### src/rtl/pgXlatePkg.sv
package pgXlatePkg;
  localparam int VA_W      = 16;
  localparam int PAGE_W    = 3;
  localparam int FRAME_W   = 9;
  localparam int SPACE_W   = 1;
  localparam int OFF_W     = VA_W - PAGE_W;
  localparam int IDX_W     = SPACE_W + PAGE_W;
  localparam int NUM_ENT   = 1 << IDX_W;
  localparam int PA_W      = FRAME_W + OFF_W;

  // strobes from control to datapath
  typedef struct packed {
    logic             clearAll;
    logic             loadEn;
    logic [IDX_W-1:0] loadIdx;
  } ctrlStrobesT;
endpackage

### src/rtl/pgXlateCtrl.sv
module pgXlateCtrl
  import pgXlatePkg::*;
#(
  parameter int PG_W = PAGE_W,
  parameter int SP_W = SPACE_W
) (
  input  logic              wrEn,
  input  logic [SP_W-1:0]   wrSpace,
  input  logic [PG_W-1:0]   wrPage,
  input  logic              invalAll,
  input  logic              reqValid,
  input  logic              selValid,
  output ctrlStrobesT       strobes,
  output logic              grant,
  output logic              fault
);
  // entry index: space bit above page bits
  always_comb begin
    strobes.clearAll = invalAll;
    strobes.loadEn   = wrEn;
    strobes.loadIdx  = {wrSpace, wrPage};
  end

  always_comb begin
    grant = reqValid &  selValid;
    fault = reqValid & ~selValid;
  end
endmodule

### src/rtl/pgXlateDatapath.sv
module pgXlateDatapath
  import pgXlatePkg::*;
#(
  parameter int VW = VA_W,
  parameter int PG_W = PAGE_W,
  parameter int FR_W = FRAME_W,
  parameter int SP_W = SPACE_W,
  localparam int OW = VW - PG_W,
  localparam int IW = SP_W + PG_W,
  localparam int NE = 1 << IW
) (
  input  logic              clk,
  input  logic              rstN,
  input  ctrlStrobesT       strobes,
  input  logic              wrValid,
  input  logic [FR_W-1:0]   wrFrame,
  input  logic [SP_W-1:0]   reqSpace,
  input  logic [VW-1:0]     reqVaddr,
  input  logic              grant,
  output logic              selValid,
  output logic [FR_W+OW-1:0] paddr
);
  logic [NE-1:0]   entValid;
  logic [FR_W-1:0] entFrame [NE];
  logic [IW-1:0]   lookIdx;

  for (genvar e = 0; e < NE; e++) begin : g_entry
    logic hitWr;
    assign hitWr = strobes.loadEn && (strobes.loadIdx == IW'(e));

    always_ff @(posedge clk) begin
      if (!rstN) begin
        entValid[e] <= 1'b0;
        entFrame[e] <= '0;
      end else if (hitWr) begin
        // a write beats a bulk clear in the same cycle
        entValid[e] <= wrValid;
        entFrame[e] <= wrFrame;
      end else if (strobes.clearAll) begin
        entValid[e] <= 1'b0;
      end
    end
  end

  assign lookIdx  = {reqSpace, reqVaddr[VW-1 -: PG_W]};
  assign selValid = entValid[lookIdx];

  always_comb begin
    if (grant) paddr = {entFrame[lookIdx], reqVaddr[OW-1:0]};
    else       paddr = '0;
  end
endmodule

### src/rtl/regPageXlate.sv
module regPageXlate
  import pgXlatePkg::*;
#(
  parameter int VW = VA_W,
  parameter int PG_W = PAGE_W,
  parameter int FR_W = FRAME_W,
  localparam int OW = VW - PG_W
) (
  input  logic              clk,
  input  logic              rstN,
  input  logic              reqValid,
  input  logic              reqIsInstr,
  input  logic [VW-1:0]     reqVaddr,
  input  logic              wrEn,
  input  logic              wrSpace,
  input  logic [PG_W-1:0]   wrPage,
  input  logic              wrValid,
  input  logic [FR_W-1:0]   wrFrame,
  input  logic              invalAll,
  output logic              xlValid,
  output logic              xlFault,
  output logic [FR_W+OW-1:0] xlPaddr
);
  ctrlStrobesT strobes;
  logic        selValid;

  pgXlateCtrl #(.PG_W(PG_W), .SP_W(1)) ctrl_i (
    .wrEn     (wrEn),
    .wrSpace  (wrSpace),
    .wrPage   (wrPage),
    .invalAll (invalAll),
    .reqValid (reqValid),
    .selValid (selValid),
    .strobes  (strobes),
    .grant    (xlValid),
    .fault    (xlFault)
  );

  pgXlateDatapath #(.VW(VW), .PG_W(PG_W), .FR_W(FR_W), .SP_W(1)) dp_i (
    .clk      (clk),
    .rstN     (rstN),
    .strobes  (strobes),
    .wrValid  (wrValid),
    .wrFrame  (wrFrame),
    .reqSpace (reqIsInstr),
    .reqVaddr (reqVaddr),
    .grant    (xlValid),
    .selValid (selValid),
    .paddr    (xlPaddr)
  );
endmodule

### config.mk
export PLATFORM = sky130hd
export DESIGN_NAME = regPageXlate
export DESIGN_NICKNAME = d
export VERILOG_FILES = /design/src/rtl/pgXlatePkg.sv /design/src/rtl/pgXlateCtrl.sv /design/src/rtl/pgXlateDatapath.sv /design/src/rtl/regPageXlate.sv
export SDC_FILE = /design/constraint.sdc
export NUM_CORES = 1
export LEC_CHECK = 0
export BUFFER_PORTS_ARGS = -buffer_cell sky130_fd_sc_hd__buf_2
export CAP_MARGIN = 20
export CELL_PAD_IN_SITES_DETAIL_PLACEMENT = 1
export CELL_PAD_IN_SITES_GLOBAL_PLACEMENT = 1
export CORE_MARGIN = 8
export CORE_UTILIZATION = 45
export CTS_CLUSTER_DIAMETER = 30
export CTS_CLUSTER_SIZE = 25
export DETAILED_ROUTE_END_ITERATION = 6
export GPL_TIMING_DRIVEN = 0
export PLACE_DENSITY_LB_ADDON = 0.1
export SETUP_SLACK_MARGIN = 0.02
export SYNTH_ARGS = -nofsm -noshare
export SYNTH_HDL_FRONTEND = slang
export SYNTH_HIERARCHICAL = 1
export SYNTH_SLANG_ARGS = --single-unit
### constraint.sdc
create_clock -name clk -period 2.6 [get_ports clk]
set_input_delay 0.52 -clock clk [delete_from_list [all_inputs] [get_ports clk]]
set_output_delay 0.52 -clock clk [all_outputs]
set_load 0.01 [all_outputs]
==> results of run 1 <==
==> logic make-up after synthesis <==
family                 after synthesis
and+or+nand+nor                    269
AOI/OAI and AO/OA                   60
buffers and inverters               39
muxes                               72
DFF                                160
==> cells in the mapped netlist (2+ instances only) <==
| cell type | number | area [um2] |
|---|---|---|
| sky130_fd_sc_hd__mux4_2 | 3 | 67.6 |
| sky130_fd_sc_hd__a22oi_1 | 31 | 233 |
| sky130_fd_sc_hd__dfxtp_1 | 16 | 320 |
| sky130_fd_sc_hd__o21ai_0 | 16 | 80.1 |
| sky130_fd_sc_hd__clkbuf_1 | 14 | 52.6 |
| sky130_fd_sc_hd__edfxtp_1 | 144 | 4320 |
| sky130_fd_sc_hd__mux4_1 | 6 | 158 |
| sky130_fd_sc_hd__nor3_2 | 3 | 30.0 |
| sky130_fd_sc_hd__nand2b_1 | 7 | 43.8 |
| sky130_fd_sc_hd__buf_2 | 11 | 55.1 |
| sky130_fd_sc_hd__nand2_1 | 40 | 150 |
| sky130_fd_sc_hd__nand3_1 | 30 | 150 |
| sky130_fd_sc_hd__buf_8 | 3 | 45.0 |
| sky130_fd_sc_hd__nor2b_1 | 7 | 43.8 |
| sky130_fd_sc_hd__and2_1 | 158 | 988 |
| sky130_fd_sc_hd__o21ai_1 | 9 | 45.0 |
| sky130_fd_sc_hd__mux2i_1 | 63 | 631 |
| sky130_fd_sc_hd__buf_6 | 4 | 45.0 |
| sky130_fd_sc_hd__and3b_1 | 2 | 17.5 |
| sky130_fd_sc_hd__nor2_1 | 13 | 48.8 |
| sky130_fd_sc_hd__buf_4 | 7 | 52.6 |
==> routing by layer <==
layer  routed length [um]  up-vias  global-route usage, %  share of wire, %
met4                  357        0                   5.92               1.6
met3                 1270       30                   5.07               5.8
li1                     -     2324                      -                 -
met5                    0        -                      0                 0
met2                10900      159                   34.8                50
met1                 9400     2651                   25.4                43
==> what timing repair did <==
item / in CTS / in global routing
endpoints found under the setup margin: 22 / 22
pin swaps: 1 / 0
resized for setup: 19 / 6
gates cloned: 2 / 0
setup buffers: 3 / 1
hold buffers: 0 / 0
==> metrics by stage <==
step / instances / utilization (%) / setup WS, ns / instance area (um2)
4_1_cts: 910 / 54.5 / -0.274 / 9070
3_5_place_dp: 873 / 50.0 / -0.432 / 8320
2_1_floorplan: 600 / - / 0.0210 / 7780
3_3_place_gp: 872 / 50.0 / -0.420 / 8320
6_report: 911 / 54.8 / -0.251 / 9110
5_1_grt: 911 / 54.8 / -0.381 / 9110
==> worst max-delay path by stage <==
stage | start | endpoint | slack, ns | depth (start not counted)
2_1_floorplan | reqVaddr[13] | xlPaddr[20] | 0.02 | 9
3_3_place_gp | reqVaddr[14] | xlPaddr[17] | -0.42 | 11
3_5_place_dp | reqVaddr[14] | xlPaddr[17] | -0.43 | 11
4_1_cts | dp_i/entValid[3] | xlPaddr[20] | -0.27 | 10
5_1_grt | dp_i/entValid[3] | xlPaddr[18] | -0.38 | 10
6_report | reqVaddr[13] | xlPaddr[17] | -0.25 | 11
==> worst reg2reg max path, stage by stage (launching register included) <==
cell	delay, ns
sky130_fd_sc_hd__dfxtp_1	0.32
sky130_fd_sc_hd__nand3_1	0.08
sky130_fd_sc_hd__o21ai_0	0.10
==> power by group through the flow <==
stage                     Sequential (mW)  Combinational, mW  Clock, mW
after detailed placement             3.03              0.505          0
final                                2.98              0.529       2.60
after global placement               3.02              0.491          0
after floorplan                      3.02              0.315          0
after CTS                            2.98              0.527       2.64
after global routing                 2.99              0.562       2.74
==> state kept, by name (all words and copies together), names as in the netlist <==
name,cells
dp_i/entValid,16
dp_i/entFrame,144
==> final cells by class <==
| class | count | area, um2 | share of cell area, % |
|---|---|---|---|
| Clock inverter | 7 | 63.8 | 0.700 |
| Buffer | 39 | 290 | 3.19 |
| Timing Repair Buffer | 59 | 335 | 3.68 |
| Clock buffer | 25 | 572 | 6.27 |
| Tap cell | 220 | 275 | 3.02 |
| Multi-Input combinational cell | 401 | 2930 | 32.2 |
| Sequential cell | 160 | 4650 | 51.0 |
==> reports/metrics.csv, run 1 <==
stage,metric,value,unit
status,outcome,"finished, violations left",
status,failing checks,setup timing,
critical_path,required time at the worst-slack endpoint,2.08,ns
cts,maximum buffer depth of the clock tree,2,
sta,setup repair after global routing missed its margin,true,
critical_path,Top Family by Delay on Critical Path,multiplexers,
critical_path,"Slowest-stage cell, CP",sky130_fd_sc_hd__mux4_2,
route,DR pass1 iterations,5,
grt,overflow left after global routing,0,
route,average wire per standard cell,24.1,um
critical_path,number of buffers and inverters on the critical path,4,
place,HPWL after detailed placement,15.3,mm
logic_synthesis,Most used DFF post-synth,sky130_fd_sc_hd__edfxtp_1,
pwr,power density of the placed cells,671,mW/mm2
logic_synthesis,Syn Area/Cell,12.8,um2
die,starting density of the core,46.2,%
pwr,internal portion of total power,4.75,mW
route,Routed WL,22.0,mm
route,detail-routed via count per cell,5.67,
route,overall via count from detail_route,5164,
cells_and_area,signed area change from the synthesized netlist to the final layout,18.6,%
die,total core area,0.0166,mm2
critical_path,Critical Path Sink Type,primary output,
grt,number of antenna violations at the first check in global routing,0,
pwr,P_sw,1.36,mW
sta,slew of the pin with the lowest slew margin,0.925,ns
sta,Final min period,2.85,ns
route,Detail Route Antenna Nets,0,
cts,clock slew seen by the registers of the worst setup and hold paths,0.06,ns
sta,Max Transition Viols Final,0,
run,# Max-Cap Violations,0,
place,Final Wtd Congestion,0.819,
grt,largest net degree at the start of global routing,17,
hold_path,start point of the worst min-delay path,wrFrame[8],
grt,via count of the first global-routing pass,5561,
critical_path,"Cell Chain, Critical Path",buf_12 -> buf_12 -> mux4_2 -> mux2i_1 -> a21oi_2 -> and2_4 -> nor2b_4 -> buf_8 -> nand3_4 -> o21ai_4 -> buf_6,
critical_path,delay of the slowest cell on the worst path,0.52,ns
critical_path,R2R depth,2,
cts,CTS tree,done,
cts,Clk Tree Root Cell,sky130_fd_sc_hd__clkbuf_16,
hold_path,Tightest Hold Check Type,input pin to flip-flop,
logic_synthesis,post-synthesis instance area,0.00768,mm2
critical_path,reg2reg end,dp_i/entValid[1],
logic_synthesis,complex-gate fraction of the synthesized area,5.08,%
logic_synthesis,simple-gate share of the synthesized area,20.1,%
sta,final hold slack,0.468,ns
route,Remaining DRCs,0,
cells_and_area,layout cell share with drive strength beyond 1,21.7,%
logic_synthesis,Synth warnings,6,
cells_and_area,Filler Cell Count,1675,
die,die outline area,0.0215,mm2
logic_synthesis,multiplexer fraction of the synthesized cell area,11.1,%
logic_synthesis,total of flip-flops plus latches after synthesis,160,
cts,CTS H-Tree Depth,4,
die,row cnt,47,
critical_path,classification of the worst setup path,input pin to primary output,
critical_path,FF-to-FF Start,dp_i/entValid[1],
cts,clock latency on the worst-skew pair,0.42,ns
sta,crit share post-route,110,%
cells_and_area,most frequent standard cell in the layout excluding fill and tap cells,sky130_fd_sc_hd__and2_1,
logic_synthesis,largest family of logic cells by synthesized area,simple AND/OR/NAND/NOR gates,
cells_and_area,Final nets,714,
route,number of DRC violations after detailed-routing iteration 0,289,
logic_synthesis,"EDFF count, synth",144,
pwr,power after layout,6.11,mW
pwr,switching share of power,22.3,%
cells_and_area,diodes inserted,0,
die,I/O Pins,60,
critical_path,type of element launching the critical path,input pin,
sta,final worst clock skew,0,ns
logic_synthesis,fraction of the yosys area taken by sequential cells,60.5,%
pwr,sequential fraction of design power,48.8,%
logic_synthesis,instance count of the mapped netlist,600,
sta,highest clock frequency the design can meet,0.351,GHz
hold_path,worst hold path stage count,2,
logic_synthesis,xor-xnor portion of the synthesized cell area,0,%
logic_synthesis,unique cell type count in the Yosys netlist,34,
critical_path,"Data arrival, critical path",2.33,ns
sta,final number of hold-violating endpoints,0,
sta,Rel. slew slack,38.1,%
die,vertical extent of the die,147,um
critical_path,setup slack of the worst register-to-register path,1.97,ns
cts,clk sink count,160,
die,overall die width,147,um
sta,worst setup margin,-0.251,ns
grt,combined global-route utilization of all metal layers,20.5,%
cells_and_area,"commonest cells after routing, fill and taps aside","sky130_fd_sc_hd__and2_1 (157), sky130_fd_sc_hd__edfxtp_1 (144), sky130_fd_sc_hd__mux2i_1 (63)",
place,# port buffers,52,
critical_path,Worst Path Max Fanout,8,
logic_synthesis,"FFs w/ async S/R, synth",0,%
cts,number of buffers added by the clock tree synthesis step,17,
hold_path,Worst Hold End,dp_i/entFrame[0][8],
pwr,Logic pwr share,8.7,%
pwr,Max VDD drop,0.477,mV
logic_synthesis,Post-Synthesis Net Count,636,
critical_path,most common cell type on the critical path,sky130_fd_sc_hd__buf_12,
sta,final setup violating endpoints,22,
pwr,static power due to leakage,3.54,nW
pwr,clock share of power,42.6,%
logic_synthesis,area share of fa/ha/maj cells after synthesis,0,%
grt,first-pass GRT wire length,32.9,mm
sta,final sum of negative setup slack,-4.54,ns
Power figures use the tool's default switching activity.
==> inputs of run 2 (changes only) <==
- ABC_AREA: unset -> 1
- CORE_UTILIZATION: 45 -> 42
==> run 2 against run 1 <==
Compared with the run above:
- the run still ends with setup timing left
- clock power decreased by 7%
- count of clock-buffer cells in the layout down 8
- maximum frequency up 7.6%
- synthesized cell count rose by 52%
- critical endpoint is now xlPaddr[0]
==> reports/metrics.csv, run 2 <==
stage,metric,value,unit,change
critical_path,R2R depth,2,,unchanged
run,# Max-Cap Violations,0,,unchanged
place,HPWL after detailed placement,18.7,mm,+22%
logic_synthesis,Most used DFF post-synth,sky130_fd_sc_hd__edfxtp_1,,
cells_and_area,layout cell share with drive strength beyond 1,19.9,%,-1.8 points
logic_synthesis,unique cell type count in the Yosys netlist,23,,-32%
pwr,clock share of power,39.1,%,-3.5 points
critical_path,"Data arrival, critical path",2.13,ns,-0.20 ns
sta,slew of the pin with the lowest slew margin,0.893,ns,-0.0319 ns
cells_and_area,largest registers,"dp_i/entFrame (144), dp_i/entValid (16)",,
pwr,P_sw,1.65,mW,+22%
cts,CTS H-Tree Depth,4,,unchanged
critical_path,required time at the worst-slack endpoint,2.08,ns,about the same
critical_path,classification of the worst setup path,input pin to primary output,,
route,DR pass1 iterations,5,,unchanged
cts,maximum buffer depth of the clock tree,2,,unchanged
route,Routed WL,27.9,mm,+27%
critical_path,Worst Path Max Fanout,5,,-3
sta,setup repair after global routing missed its margin,true,,
pwr,switching share of power,26.9,%,+4.6 points
route,Remaining DRCs,0,,unchanged
die,I/O Pins,60,,unchanged
place,number of placed cells counting well taps,1203,,+38%
logic_synthesis,most used standard cells in the synthesized netlist,"sky130_fd_sc_hd__nand2_1 (267), sky130_fd_sc_hd__nor2_1 (152), sky130_fd_sc_hd__edfxtp_1 (144)",,
cts,CTS tree,done,,
cells_and_area,most frequent standard cell in the layout excluding fill and tap cells,sky130_fd_sc_hd__nand2_1,,
sta,Final min period,2.65,ns,-0.201 ns
logic_synthesis,fraction of the yosys area taken by sequential cells,59.0,%,-1.5 points
route,Detail Route Antenna Nets,0,,unchanged
route,average wire per standard cell,22.3,um,-7.4%
logic_synthesis,cell with the most instances after synthesis,sky130_fd_sc_hd__nand2_1,,
cells_and_area,diodes inserted,0,,unchanged
cells_and_area,multi-input logic area,0.00269,mm2,-8.4%
pwr,internal portion of total power,4.51,mW,-5.2%
route,detail-routed via count per cell,5.39,,-4.9%
die,overall die width,153,um,+4.3%
place,Final Wtd Congestion,0.858,,+4.8%
logic_synthesis,"EDFF count, synth",144,,unchanged
die,die outline area,0.0234,mm2,+8.7%
cts,Clk Tree Root Cell,sky130_fd_sc_hd__clkbuf_16,,
route,number of DRC violations after detailed-routing iteration 0,608,,+110%
sta,final number of hold-violating endpoints,0,,unchanged
die,vertical extent of the die,153,um,+4.3%
cts,clock slew seen by the registers of the worst setup and hold paths,0.06,ns,about the same
critical_path,type of element launching the critical path,input pin,,
status,outcome,"finished, violations left",,
critical_path,"Slowest-stage cell, CP",sky130_fd_sc_hd__o21ai_0,,
die,row cnt,50,,+6.4%
cells_and_area,"commonest cells after routing, fill and taps aside","sky130_fd_sc_hd__nand2_1 (255), sky130_fd_sc_hd__nor2_1 (149), sky130_fd_sc_hd__edfxtp_1 (144)",,
pwr,power density of the placed cells,643,mW/mm2,-4.2%
critical_path,FF-to-FF Start,dp_i/entValid[9],,
grt,overflow left after global routing,0,,unchanged
logic_synthesis,Yosys top cell by area,sky130_fd_sc_hd__edfxtp_1,,
sta,highest clock frequency the design can meet,0.377,GHz,+7.6%
logic_synthesis,"FFs w/ async S/R, synth",0,%,unchanged
logic_synthesis,Syn Area/Cell,8.64,um2,-33%
route,overall via count from detail_route,6723,,+30%
cells_and_area,"count of placed standard cells in the final layout, fillers left out",1247,,+37%
hold_path,worst hold path stage count,2,,unchanged
place,# port buffers,51,,-1.9%
pwr,sequential fraction of design power,48.3,%,-0.5 points
sta,worst setup margin,-0.0500,ns,+0.201 ns
sta,Rel. slew slack,40.4,%,+2.4 points
hold_path,Worst Hold End,dp_i/entValid[4],,
critical_path,reg2reg end,dp_i/entValid[9],,
logic_synthesis,Synth warnings,6,,unchanged
pwr,Max VDD drop,0.438,mV,-8.3%
critical_path,Critical Path Sink Type,primary output,,
cells_and_area,Final nets,1036,,+45%
critical_path,delay of the slowest cell on the worst path,0.19,ns,-0.33 ns
status,failing checks,setup timing,,
sta,final worst clock skew,0,ns,unchanged
logic_synthesis,instance count of the mapped netlist,911,,+52%
logic_synthesis,Post-Synthesis Net Count,947,,+49%
pwr,static power due to leakage,4.25,nW,+20%
logic_synthesis,total of flip-flops plus latches after synthesis,160,,unchanged
grt,largest net degree at the start of global routing,17,,unchanged
cells_and_area,fin util,51.6,%,-3.2 points
pwr,Logic pwr share,12.6,%,+3.9 points
grt,number of antenna violations at the first check in global routing,0,,unchanged
sta,final setup violating endpoints,16,,-27%
cells_and_area,max FFs per register,144,,unchanged
cells_and_area,Filler Cell Count,2214,,+32%
cts,clk sink count,160,,unchanged
cells_and_area,register cell area after layout,0.00464,mm2,about the same
critical_path,setup slack of the worst register-to-register path,1.95,ns,-0.02 ns
logic_synthesis,post-synthesis instance area,0.00787,mm2,+2.5%
critical_path,"Cell Chain, Critical Path",buf_8 -> buf_8 -> buf_8 -> o21ai_0 -> o211ai_1 -> nand3_1 -> nand2_2 -> nand2_2 -> clkinvlp_4 -> buf_12 -> clkbuf_16 -> nand2_2 -> inv_2 -> buf_6,,
cells_and_area,signed area change from the synthesized netlist to the final layout,21.7,%,
grt,first-pass GRT wire length,41.7,mm,+27%
sta,crit share post-route,102,%,-7.7 points
hold_path,start point of the worst min-delay path,dp_i/entValid[4],,
logic_synthesis,"top cells by area, synth","sky130_fd_sc_hd__edfxtp_1 (55%), sky130_fd_sc_hd__nand2_1 (13%), sky130_fd_sc_hd__nor2_1 (7.2%)",,
cts,clock latency on the worst-skew pair,0.42,ns,about the same
logic_synthesis,share of the synthesized area in the top cell type,54.9,%,-1.4 points
sta,Max Transition Viols Final,0,,unchanged
die,starting density of the core,42.4,%,-3.8 points
die,total core area,0.0186,mm2,+12%
cells_and_area,largest register by flop count,dp_i/entFrame,,
grt,via count of the first global-routing pass,6696,,+20%
grt,combined global-route utilization of all metal layers,24.0,%,+3.5 points
cts,number of buffers added by the clock tree synthesis step,17,,unchanged
hold_path,Tightest Hold Check Type,flip-flop to flip-flop,,
[run 2: cell type report]
cell class,count,area share (%)
plain buffers,54,4.17
repair buffers,69,5.58
well taps,234,3.06
flip-flops and latches,160,48.5
clock buffers,17,4.44
repair inverters,1,0.118
inverters,115,4.73
clock inverters,15,1.44
multi-input cells,582,28.0
[run 2: worst max-delay path by stage]
stage | startpoint | endpoint | cells after the start
CTS | reqVaddr[13] | xlPaddr[6] | 15
detailed placement | reqVaddr[13] | xlPaddr[20] | 13
finish | reqVaddr[13] | xlPaddr[0] | 14
floorplan | reqVaddr[13] | xlPaddr[13] | 11
global placement | reqVaddr[13] | xlPaddr[13] | 13
global route | reqVaddr[13] | xlPaddr[0] | 15
[run 2: layer usage]
metal | up-vias | routed length (um) | GRT usage, %
met3 | 34 | 2100 | 4.54
met5 | - | 0 | 0
met4 | 0 | 840 | 9.24
met1 | 3334 | 12100 | 32.0
li1 | 3104 | - | -
met2 | 251 | 12800 | 38.1
[run 2: cells by family after synthesis]
logic type,count (synthesis),synth area share [%]
compound gates,46,3.34
buf+inv,169,8.85
flops,160,59.0
simple gates,536,28.8
[run 2: power by group through the flow]
stage / Sequential [mW] / Combinational, mW / Clock, mW
3_5_place_dp: 3.03 / 0.656 / 0
6_report: 2.98 / 0.777 / 2.41
3_3_place_gp: 3.03 / 0.633 / 0
4_1_cts: 2.98 / 0.746 / 2.43
5_1_grt: 2.99 / 0.836 / 2.54
2_1_floorplan: 3.02 / 0.388 / 0
[run 2: through the flow]
| step | instance area [um2] | setup slack [ns] | setup TNS (ns) | total power, mW | hold WS [ns] |
|---|---|---|---|---|---|
| floorplan | 7870 | 0.104 | 0 | 3.41 | 0.441 |
| global placement | 8420 | -0.944 | -23.95 | 3.66 | 0.452 |
| detailed placement | 8490 | -0.929 | -16.48 | 3.69 | 0.458 |
| CTS | 9470 | -0.00242 | -0.00734 | 6.15 | 0.473 |
| global route | 9580 | -0.105 | -1.56 | 6.36 | 0.478 |
| finish | 9580 | -0.0500 | -0.380 | 6.16 | 0.473 |
[run 2: worst max-delay path, delay by kind of cell]
kind / cells / cell delay (ns)
buf+inv: 8 / 0.95
simple gates: 4 / 0.34
compound gates: 2 / 0.31
[run 2: repair_timing]
item                                    CTS  global route
pin swaps                                 5             4
endpoints found under the setup margin   24            23
gates cloned                              3             0
setup buffers                             8             1
gates resized for setup                  93            31
hold buffers                              0             0
endpoints found under the hold margin     0             0
==> inputs of run 3 (changes only) <==
- CORE_UTILIZATION: 42 -> 25
==> run 3 against run 2 <==
Compared with the run above:
- the flow still finishes with violations (setup timing)
- die area increased by 60%
- routed wire length rose by 10%
- critical path depth up 2
- final cell count grew 14%
- via count shrank 2.8%
- critical path type unchanged
- largest cell class unchanged
- highest routed layer unchanged
==> reports/metrics.csv, run 3 (same netlist as run 2, synthesis figures left out) <==
stage,metric,value,unit,change
pwr,P_sw,1.67,mW,+0.62%
route,overall via count from detail_route,6533,,-2.8%
cts,maximum buffer depth of the clock tree,2,,unchanged
grt,first-pass GRT wire length,45.1,mm,+8.3%
place,Post-Place Setup Slack,-1.11,ns,-0.185 ns
cells_and_area,largest registers,"dp_i/entFrame (144), dp_i/entValid (16)",,
critical_path,"Data arrival, critical path",2.14,ns,about the same
cts,CTS H-Tree Depth,4,,unchanged
cells_and_area,max FFs per register,144,,unchanged
sta,final worst clock skew,0,ns,unchanged
die,starting density of the core,25.1,%,-17 points
critical_path,"Slowest-stage cell, CP",sky130_fd_sc_hd__buf_12,,
sta,slew of the pin with the lowest slew margin,1.02,ns,+0.122 ns
route,average wire per standard cell,21.7,um,-2.8%
pwr,Max VDD drop,0.435,mV,-0.64%
cells_and_area,signed area change from the synthesized netlist to the final layout,26.7,%,
pwr,switching share of power,25.7,%,-1.1 points
die,I/O Pins,60,,unchanged
route,detail-routed via count per cell,4.61,,-14%
critical_path,most common cell type on the critical path,sky130_fd_sc_hd__buf_12,,
die,total core area,0.0313,mm2,+69%
route,Remaining DRCs,0,,unchanged
sta,Max Transition Viols Final,0,,unchanged
critical_path,"Cell Chain, Critical Path",buf_12 -> buf_12 -> buf_6 -> nor2_2 -> nor2_1 -> o21ai_1 -> o211ai_1 -> nand3_1 -> nand2_2 -> nand2_2 -> clkinvlp_4 -> buf_12 -> buf_8 -> nand2_1 -> inv_1 -> buf_2,,
cells_and_area,layout cell share with drive strength beyond 1,20.1,%,+0.16 points
grt,combined global-route utilization of all metal layers,16.5,%,-7.5 points
critical_path,Worst Path Max Fanout,5,,unchanged
status,outcome,"finished, violations left",,
sta,Final min period,2.66,ns,+0.0142 ns
sta,final number of hold-violating endpoints,0,,unchanged
pwr,sequential fraction of design power,45.9,%,-2.4 points
cells_and_area,diodes inserted,0,,unchanged
critical_path,required time at the worst-slack endpoint,2.08,ns,about the same
place,cell area after placement,0.00869,mm2,+2.4%
cells_and_area,Final Instance Area,0.00998,mm2,+4.1%
place,HPWL after detailed placement,20.9,mm,+12%
place,Final Wtd Congestion,0.771,,-10%
sta,Rel. slew slack,32.3,%,-8.1 points
die,vertical extent of the die,193,um,+27%
grt,number of antenna violations at the first check in global routing,0,,unchanged
sta,highest clock frequency the design can meet,0.375,GHz,-0.53%
grt,largest net degree at the start of global routing,17,,unchanged
cts,clock slew seen by the registers of the worst setup and hold paths,0.07,ns,about the same
pwr,clock share of power,41.4,%,+2.3 points
pwr,static power due to leakage,4.30,nW,+1.3%
critical_path,type of element launching the critical path,input pin,,
route,number of DRC violations after detailed-routing iteration 0,446,,-27%
cts,number of buffers added by the clock tree synthesis step,17,,unchanged
cts,CTS tree,done,,
status,failing checks,setup timing,,
die,die outline area,0.0374,mm2,+60%
die,overall die width,193,um,+27%
sta,crit share post-route,102,%,+0.55 points
cells_and_area,Final nets,1038,,+0.19%
sta,worst setup margin,-0.0641,ns,-0.0142 ns
run,# Max-Cap Violations,0,,unchanged
sta,setup repair after global routing missed its margin,true,,
cts,post-cts hold buffer count,0,,unchanged
pwr,power density of the placed cells,649,mW/mm2,+0.90%
route,Detail Route Antenna Nets,0,,unchanged
grt,via count of the first global-routing pass,6601,,-1.4%
place,# port buffers,51,,unchanged
grt,overflow left after global routing,0,,unchanged
cts,clock latency on the worst-skew pair,0.43,ns,about the same
cells_and_area,largest register by flop count,dp_i/entFrame,,
critical_path,delay of the slowest cell on the worst path,0.16,ns,-0.03 ns
critical_path,Critical Path Sink Type,primary output,,
cells_and_area,"commonest cells after routing, fill and taps aside","sky130_fd_sc_hd__nand2_1 (254), sky130_fd_sc_hd__nor2_1 (151), sky130_fd_sc_hd__edfxtp_1 (144)",,
sta,final hold slack,0.471,ns,-0.00264 ns
cts,clk sink count,160,,unchanged
route,Routed WL,30.8,mm,+10%
pwr,Logic pwr share,12.7,%,about the same
pwr,internal portion of total power,4.81,mW,+6.7%
route,DR pass1 iterations,5,,unchanged
hold_path,Tightest Hold Check Type,flip-flop to flip-flop,,
critical_path,classification of the worst setup path,input pin to primary output,,
cells_and_area,most frequent standard cell in the layout excluding fill and tap cells,sky130_fd_sc_hd__nand2_1,,
sta,final setup violating endpoints,20,,+4
cts,Clk Tree Root Cell,sky130_fd_sc_hd__clkbuf_16,,
cells_and_area,Filler Cell Count,3617,,+63%
die,row cnt,65,,+30%
## run 3: changes by cell type in the layout (fill, tap and decap cells not counted), moves of 3 or more
cell	previous run	this run
sky130_fd_sc_hd__buf_12	3	7
sky130_fd_sc_hd__clkbuf_2	4	8
sky130_fd_sc_hd__buf_2	46	41
sky130_fd_sc_hd__a21oi_2	7	1
sky130_fd_sc_hd__clkinv_2	3	0
sky130_fd_sc_hd__a21oi_4	4	10
sky130_fd_sc_hd__bufinv_16	1	4
sky130_fd_sc_hd__buf_6	20	24
## run 3: critical path, delay by kind of cell
family / cells / cell delay [ns]
compound gates: 2 / 0.18
buf+inv: 8 / 0.94
simple gates: 6 / 0.48
## run 3: cell type report
cell class,count,area [um2],area share [%]
flip-flops and latches,160,4640,46.6
multi-input cells,582,2720,27.2
repair buffers,71,596,5.97
well taps,402,503,5.04
inverters,115,460,4.62
clock buffers,19,433,4.34
plain buffers,54,418,4.19
clock inverters,13,189,1.89
repair inverters,1,16.3,0.163
## run 3: layer usage
metal	track usage, %	wire length (um)	up-vias	part of all wire [%]
met1	23.0	15100	3244	49
met4	5.07	614	0	2.0
met2	25.3	13600	158	44
li1	-	-	3105	-
met3	3.44	1450	26	4.7
met5	0	0	-	0
## run 3: through the flow
step | utilization, % | power [mW] | TNS, ns | cells
floorplan | - | 3.41 | 0 | 911
CTS | 31.3 | 6.51 | -0.574 | 1416
global placement | 27.6 | 3.71 | -33.71 | 1364
global route | 31.9 | 6.71 | -1.80 | 1417
detailed placement | 27.8 | 3.72 | -18.81 | 1370
finish | 31.9 | 6.47 | -0.703 | 1417
## run 3: power by group through the flow
stage | Combinational, mW | Clock [mW] | Sequential (mW)
2_1_floorplan | 0.388 | 0 | 3.02
3_3_place_gp | 0.680 | 0 | 3.03
3_5_place_dp | 0.691 | 0 | 3.03
4_1_cts | 0.794 | 2.74 | 2.97
5_1_grt | 0.893 | 2.83 | 2.99
6_report | 0.819 | 2.68 | 2.97
## run 3: timing repair
item	in CTS	in global routing
resized for setup	99	51
pin swaps	8	10
cloned	3	0
buffers inserted	11	1
endpoints found under the setup margin	24	23
## run 3: path summary, 6_finish.rpt
path / slack [ns] / startpoint / to / cells past startpoint
setup reg to reg: 1.95 / dp_i/entValid[0] / dp_i/entValid[0] / 2
hold reg to reg: 0.47 / dp_i/entValid[14] / dp_i/entValid[14] / 2
setup / recovery: -0.06 / reqVaddr[13] / xlPaddr[2] / 16
hold / removal: 0.47 / dp_i/entValid[14] / dp_i/entValid[14] / 2
